`config.mk`:
```
export PLATFORM = sky130hd
export DESIGN_NAME = ring_beacon_irq
export DESIGN_NICKNAME = d
export VERILOG_FILES = /design/src/rtl/rbi_pkg.sv /design/src/rtl/rbi_port_mon.sv /design/src/rtl/rbi_loop_det.sv /design/src/rtl/rbi_status_regs.sv /design/src/rtl/ring_beacon_irq.sv
export SDC_FILE = /design/constraint.sdc
export NUM_CORES = 1
export LEC_CHECK = 0
export ABC_AREA = 1
export BUFFER_PORTS_ARGS = -buffer_cell sky130_fd_sc_hd__buf_2
export CORE_UTILIZATION = 47
export DETAILED_ROUTE_END_ITERATION = 10
export HOLD_SLACK_MARGIN = 0.12
export PLACE_DENSITY = 0.71
export SYNTH_ARGS = -nofsm -noshare
export SYNTH_HDL_FRONTEND = slang
export SYNTH_SLANG_ARGS = --single-unit
```
`constraint.sdc`:
```
create_clock -name clk_i -period 3.5 [get_ports clk_i]
set_input_delay 0.35 -clock clk_i [delete_from_list [all_inputs] [get_ports clk_i]]
set_output_delay 0.35 -clock clk_i [all_outputs]
set_load 0.01 [all_outputs]
```
`src/rtl/rbi_pkg.sv`:
```
package rbi_pkg;
  localparam int NUM_PORTS = 2;
  localparam int STS_W     = 3 * NUM_PORTS + 1;
  localparam int BMASK_W   = 3 * NUM_PORTS;
  localparam int ADDR_W    = 2;
  localparam int DATA_W    = 8;

  localparam int B_RX   = 0;
  localparam int B_CHG  = NUM_PORTS;
  localparam int B_TMO  = 2 * NUM_PORTS;
  localparam int B_LOOP = 3 * NUM_PORTS;

  typedef enum logic [ADDR_W-1:0] {
    RA_STATUS   = 2'd0,
    RA_BCN_MASK = 2'd1,
    RA_CTRL     = 2'd2
  } reg_addr_e;
endpackage

```
`src/rtl/rbi_port_mon.sv`:
```
module rbi_port_mon #(
  parameter int STATE_W = 8,
  parameter int TMO_W   = 24
) (
  input  logic               clk_i,
  input  logic               rst_ni,
  input  logic               bcn_i,
  input  logic [STATE_W-1:0] state_i,
  input  logic [TMO_W-1:0]   period_i,
  output logic               rx_o,
  output logic               chg_o,
  output logic               tmo_o
);
  logic [STATE_W-1:0] prev_q;
  logic               have_prev_q;
  logic               armed_q;
  logic [TMO_W-1:0]   cnt_q;
  logic               tmo_en;
  logic               tmo_hit;

  assign tmo_en  = (period_i != '0);
  assign tmo_hit = !bcn_i && armed_q && tmo_en && (cnt_q >= period_i - TMO_W'(1));
  assign rx_o    = bcn_i;
  assign chg_o   = bcn_i && have_prev_q && (state_i != prev_q);
  assign tmo_o   = tmo_hit;

  always_ff @(posedge clk_i or negedge rst_ni) begin
    if (!rst_ni) begin
      prev_q      <= '0;
      have_prev_q <= 1'b0;
      armed_q     <= 1'b1;
      cnt_q       <= '0;
    end else if (bcn_i) begin
      prev_q      <= state_i;
      have_prev_q <= 1'b1;
      armed_q     <= 1'b1;
      cnt_q       <= '0;
    end else if (tmo_hit) begin
      // timed out: forget state, stay silent until next beacon
      have_prev_q <= 1'b0;
      armed_q     <= 1'b0;
      cnt_q       <= '0;
    end else if (armed_q && tmo_en) begin
      cnt_q <= cnt_q + TMO_W'(1);
    end else if (!tmo_en) begin
      cnt_q <= '0;
    end
  end
endmodule

```
`src/rtl/rbi_loop_det.sv`:
```
module rbi_loop_det #(
  parameter int MAC_W = 48
) (
  input  logic             frame_i,
  input  logic [MAC_W-1:0] sa_i,
  input  logic [MAC_W-1:0] host_mac_i,
  output logic             loop_o
);
  assign loop_o = frame_i && (sa_i == host_mac_i);
endmodule

```
`src/rtl/rbi_status_regs.sv`:
```
module rbi_status_regs
  import rbi_pkg::*;
(
  input  logic              clk_i,
  input  logic              rst_ni,
  input  logic [STS_W-1:0]  set_i,
  input  logic              we_i,
  input  logic [ADDR_W-1:0] addr_i,
  input  logic [DATA_W-1:0] wdata_i,
  output logic [DATA_W-1:0] rdata_o,
  output logic [STS_W-1:0]  sts_o,
  output logic [STS_W-1:0]  en_o,
  output logic              irq_o
);
  logic [STS_W-1:0]   sts_q;
  logic [BMASK_W-1:0] bmask_q;
  logic               lmask_q;
  logic [STS_W-1:0]   clr;
  logic               irq_q;

  assign clr   = (we_i && addr_i == RA_STATUS) ? wdata_i[STS_W-1:0] : '0;
  assign en_o  = {lmask_q, bmask_q};
  assign sts_o = sts_q;
  assign irq_o = irq_q;

  always_ff @(posedge clk_i or negedge rst_ni) begin
    if (!rst_ni) begin
      sts_q   <= '0;
      bmask_q <= '0;
      lmask_q <= 1'b0;
      irq_q   <= 1'b0;
    end else begin
      sts_q <= (sts_q & ~clr) | set_i;  // set wins over clear
      if (we_i && addr_i == RA_BCN_MASK) bmask_q <= wdata_i[BMASK_W-1:0];
      if (we_i && addr_i == RA_CTRL)     lmask_q <= wdata_i[0];
      irq_q <= |(sts_q & en_o);
    end
  end

  always_comb begin
    unique case (addr_i)
      RA_STATUS:   rdata_o = DATA_W'(sts_q);
      RA_BCN_MASK: rdata_o = DATA_W'(bmask_q);
      RA_CTRL:     rdata_o = DATA_W'(lmask_q);
      default:     rdata_o = '0;
    endcase
  end
endmodule

```
`src/rtl/ring_beacon_irq.sv`:
```
module ring_beacon_irq
  import rbi_pkg::*;
#(
  parameter int STATE_W = 8,
  parameter int MAC_W   = 48,
  parameter int TMO_W   = 24
) (
  input  logic                         clk_i,
  input  logic                         rst_ni,
  input  logic [NUM_PORTS-1:0]         bcn_rx_i,
  input  logic [NUM_PORTS*STATE_W-1:0] bcn_state_i,
  input  logic                         frame_rx_i,
  input  logic [MAC_W-1:0]             frame_sa_i,
  input  logic [MAC_W-1:0]             host_mac_i,
  input  logic [TMO_W-1:0]             tmo_period_i,
  input  logic                         reg_we_i,
  input  logic [ADDR_W-1:0]            reg_addr_i,
  input  logic [DATA_W-1:0]            reg_wdata_i,
  output logic [DATA_W-1:0]            reg_rdata_o,
  output logic                         irq_o
);
  logic [NUM_PORTS-1:0] rx_ev, chg_ev, tmo_ev;
  logic                 loop_ev;
  logic [STS_W-1:0]     set_w, sts_w, en_w;

  for (genvar g = 0; g < NUM_PORTS; g++) begin : g_port
    rbi_port_mon #(.STATE_W(STATE_W), .TMO_W(TMO_W)) u_mon (
      .clk_i    (clk_i),
      .rst_ni   (rst_ni),
      .bcn_i    (bcn_rx_i[g]),
      .state_i  (bcn_state_i[g*STATE_W +: STATE_W]),
      .period_i (tmo_period_i),
      .rx_o     (rx_ev[g]),
      .chg_o    (chg_ev[g]),
      .tmo_o    (tmo_ev[g])
    );
  end

  rbi_loop_det #(.MAC_W(MAC_W)) u_loop (
    .frame_i    (frame_rx_i),
    .sa_i       (frame_sa_i),
    .host_mac_i (host_mac_i),
    .loop_o     (loop_ev)
  );

  assign set_w = {loop_ev, tmo_ev, chg_ev, rx_ev};

  rbi_status_regs u_regs (
    .clk_i   (clk_i),
    .rst_ni  (rst_ni),
    .set_i   (set_w),
    .we_i    (reg_we_i),
    .addr_i  (reg_addr_i),
    .wdata_i (reg_wdata_i),
    .rdata_o (reg_rdata_o),
    .sts_o   (sts_w),
    .en_o    (en_w),
    .irq_o   (irq_o)
  );
endmodule

```
==> flow_metrics.env <==
export IMPL_status="completed"
export IMPL_die_w_um=124
export IMPL_dp_hpwl_mm=13.9
export IMPL_track_usage=0.244
export IMPL_initial_core_util=0.481
export IMPL_syn_to_final_growth_pct=18.9
export IMPL_synth_area_leaders="dfrtp_1 (29%), nand2_1 (13%), xor2_1 (8.5%)"
export IMPL_skew_ps=5.62
export IMPL_ant_nets=0
export IMPL_routedWlPerCell_um=13.4
export IMPL_p_int_mw=1.74
export IMPL_boundaryPins=161
export IMPL_p_leak_nw=4.18
export IMPL_tightest_slew_ps=709
export IMPL_path_max_fanout=12
export IMPL_crit_path_start_kind="primary input"
export IMPL_insertion_delay_ps=350
export IMPL_die_h_um=124
export IMPL_first_global_vias=6138
export IMPL_peakVddDrop_mv=0.223
export IMPL_ys_types=54
export IMPL_syn_area_per_cell_um2=7.55
export IMPL_ys_ff_latch=83
export IMPL_grt_overflow_total=0
export IMPL_drcViolationCount=0
export IMPL_synth_yosys_seq_area_share=0.298
export IMPL_multiInputGateArea_mm2=0.00434
export IMPL_fin_crit_sh=0.847
export IMPL_synth_most_common_cell="nand2_1"
export IMPL_cp_end_kind="flop"
export IMPL_rows=44
export IMPL_clockPowerShare=0.400
export IMPL_h_tree_depth=3
export IMPL_cts_root_buf="clkbuf_16"
export IMPL_cts_sinks=83
export IMPL_critPathKind="primary input to flop"
export IMPL_gp_congestion=0.904
export IMPL_cts_resized_gates=0
export IMPL_synth_flop_cell="dfrtp_1"
export IMPL_power_density_mw_per_mm2=289
export IMPL_dr_pass1_iters=5
export IMPL_drv_cap=0
export IMPL_clkTransAtPathRegs_ps=60
export IMPL_clock_fmax_mhz=337
export IMPL_power_switching_uw=658
export IMPL_num_vias=6400
export IMPL_final_hold_violation_count=0
export IMPL_setup_tns_final_ps=0
export IMPL_post_cts_setup_buffers=0
export IMPL_cts_path_max_buffers=2
export IMPL_fin_nets=1284
export IMPL_pwr_share_comb=0.172
export IMPL_wirelength_mm=17.1
export IMPL_synthTopCellsByCount="nand2_1 (240), inv_1 (109), dfrtp_1 (81), xor2_1 (68), nor2_1 (50)"
export IMPL_swShare=0.275
export IMPL_portBuffers=158
export IMPL_rsz0062_at_grt="no"
export IMPL_synth_edf_count=0
export IMPL_drt_iter0_markers=465
export IMPL_antenna_found_initial=1
export IMPL_cts_tree="yes"
export IMPL_nFillCells=1369
export IMPL_hold_slack_ps=215
export IMPL_syn_inst=923
export IMPL_coreArea_mm2=0.0145
export IMPL_die_area_mm2=0.0153
export IMPL_grt_pass1_wl_mm=29.0
export IMPL_min_path_type="primary input to flop"
export IMPL_setup_viol=0
export IMPL_cts_made_buffers=9
export IMPL_grt_max_degree=55
export IMPL_drive_gt1_frac=0.250
export IMPL_yosysWarnings=0
export IMPL_cp_arrival_ps=3190
export IMPL_cts_hold_buf=1
export IMPL_pwr_share_seq=0.428
export IMPL_finalCriticalPeriod_ps=2970
export IMPL_crit_required_ps=3720
export IMPL_syn_nets=1122
export IMPL_synthArstFlopShare=1.00
export IMPL_yosysTopAreaCellShare=0.291
export IMPL_finalMaxSlewViolations=0
export IMPL_synth_top_area_cell="dfrtp_1"
export IMPL_max_slew_margin=0.527
export IMPL_synthesis_area_mm2=0.00697
export IMPL_vias_per_cell=5.02
export IMPL_seq_area_mm2=0.00208
## critical path, cell delays in order
cell and delay, ps:
buf_2 100, inv_1 140, ha_1 220, inv_1 90, nor3_2 210, nand2_1 100, nor2_1 220, nand3_1 120
xor2_1 190, ha_1 290, nand2_1 50, inv_1 70, nand3_1 100, nor2_1 140, nand3_2 90, nor2_2 100
nand2_1 60, nand2_1 70, inv_2 40, nand3_4 180, buf_12 180, o21ai_0 90
## power by group through the flow
stage               registers, mW  clock network, mW  logic (mW)
floorplan                    1.04                  0       0.227
global placement             1.04                  0       0.404
detailed placement           1.04                  0       0.415
CTS                          1.02              0.982       0.417
global route                 1.03               1.02       0.474
finish                       1.03              0.958       0.413
## metrics by stage
step | area [µm²] | worst slack [ps] | instances | power, mW | util
2_1_floorplan | 6970 | 551 | 923 | 1.26 | -
3_3_place_gp | 7980 | 281 | 1257 | 1.44 | 0.551
3_5_place_dp | 7980 | 188 | 1257 | 1.46 | 0.551
4_1_cts | 8280 | 562 | 1274 | 2.42 | 0.572
5_1_grt | 8290 | 138 | 1275 | 2.53 | 0.572
6_report | 8290 | 534 | 1275 | 2.40 | 0.572
## final cells by class
| class | instances | share of cell area |
|---|---|---|
| clock inverter | 5 | 0.00755 |
| tap | 184 | 0.0278 |
| multi-input combinational | 707 | 0.524 |
| antenna | 1 | 0.000302 |
| timing repair buffer | 167 | 0.109 |
| clock buffer | 11 | 0.0281 |
| sequential | 83 | 0.251 |
| inverter | 117 | 0.0530 |
## worst paths after layout
path,startpoint,to,slack (ps),depth (start not counted)
max in group asynchronous,rst_ni,g_port[1].u_mon.armed_q$_DFFE_PN1P_,2100,3
min,frame_rx_i,u_regs.sts_o[6]$_DFF_PN0_,210,3
max reg2reg,g_port[0].u_mon.cnt_q[1]$_DFFE_PN0P_,g_port[0].u_mon.cnt_q[20]$_DFFE_PN0P_,1300,11
min in group asynchronous,rst_ni,g_port[0].u_mon.cnt_q[21]$_DFFE_PN0P_,600,2
max,tmo_period_i[0],g_port[0].u_mon.cnt_q[5]$_DFFE_PN0P_,530,22
min reg2reg,g_port[1].u_mon.armed_q$_DFFE_PN1P_,g_port[1].u_mon.armed_q$_DFFE_PN1P_,470,2
## cells in the final DEF, fill, tap and decap left out, types with 3 or more instances in the layout
| master | instances |
|---|---|
| nand4_1 | 22 |
| xor2_1 | 68 |
| o21ai_2 | 37 |
| o21ai_0 | 38 |
| o21bai_1 | 4 |
| nand2_4 | 4 |
| ha_1 | 47 |
| nand3b_1 | 9 |
| xnor2_1 | 19 |
| inv_1 | 109 |
| nor2_1 | 50 |
| nand3_1 | 43 |
| a22o_1 | 5 |
| buf_12 | 3 |
| nor4_1 | 13 |
| clkbuf_16 | 9 |
| nand2_2 | 3 |
| dfrtp_1 | 81 |
| o211ai_1 | 5 |
| inv_2 | 8 |
| o21ai_1 | 4 |
| nand3_2 | 6 |
| nand2_1 | 240 |
| nor3_1 | 16 |
| buf_4 | 6 |
| nor2_2 | 9 |
| o2111ai_1 | 3 |
| buf_2 | 157 |
| a21oi_1 | 20 |
| or2_2 | 12 |
## registers in the layout, summed over array words and instances, names as in the netlist
signal,flops
u_regs.bmask_q,6
g_port.u_mon.armed_q,2
g_port.u_mon.prev_q,16
g_port.u_mon.cnt_q,48
u_regs.sts_o,7
u_regs.lmask_q,1
u_regs.irq_o,1
g_port.u_mon.have_prev_q,2
## cell families after synthesis
logic type      share of synthesized area
fa+ha+maj                          0.0844
simple gates                        0.293
other cells                      0.000538
compound gates                      0.135
flops                               0.298
buf+inv                            0.0788
xor+xnor                            0.109
## routing by layer
layer	up-vias	part of all wire	routed length [µm]	GRT usage
li1	3352	-	-	-
met1	2913	0.48	8140	0.328
met2	109	0.47	8100	0.397
met3	26	0.029	495	0.0321
met4	0	0.021	367	0.0941
met5	-	0	0	0
(Power assumes the default switching activity.)
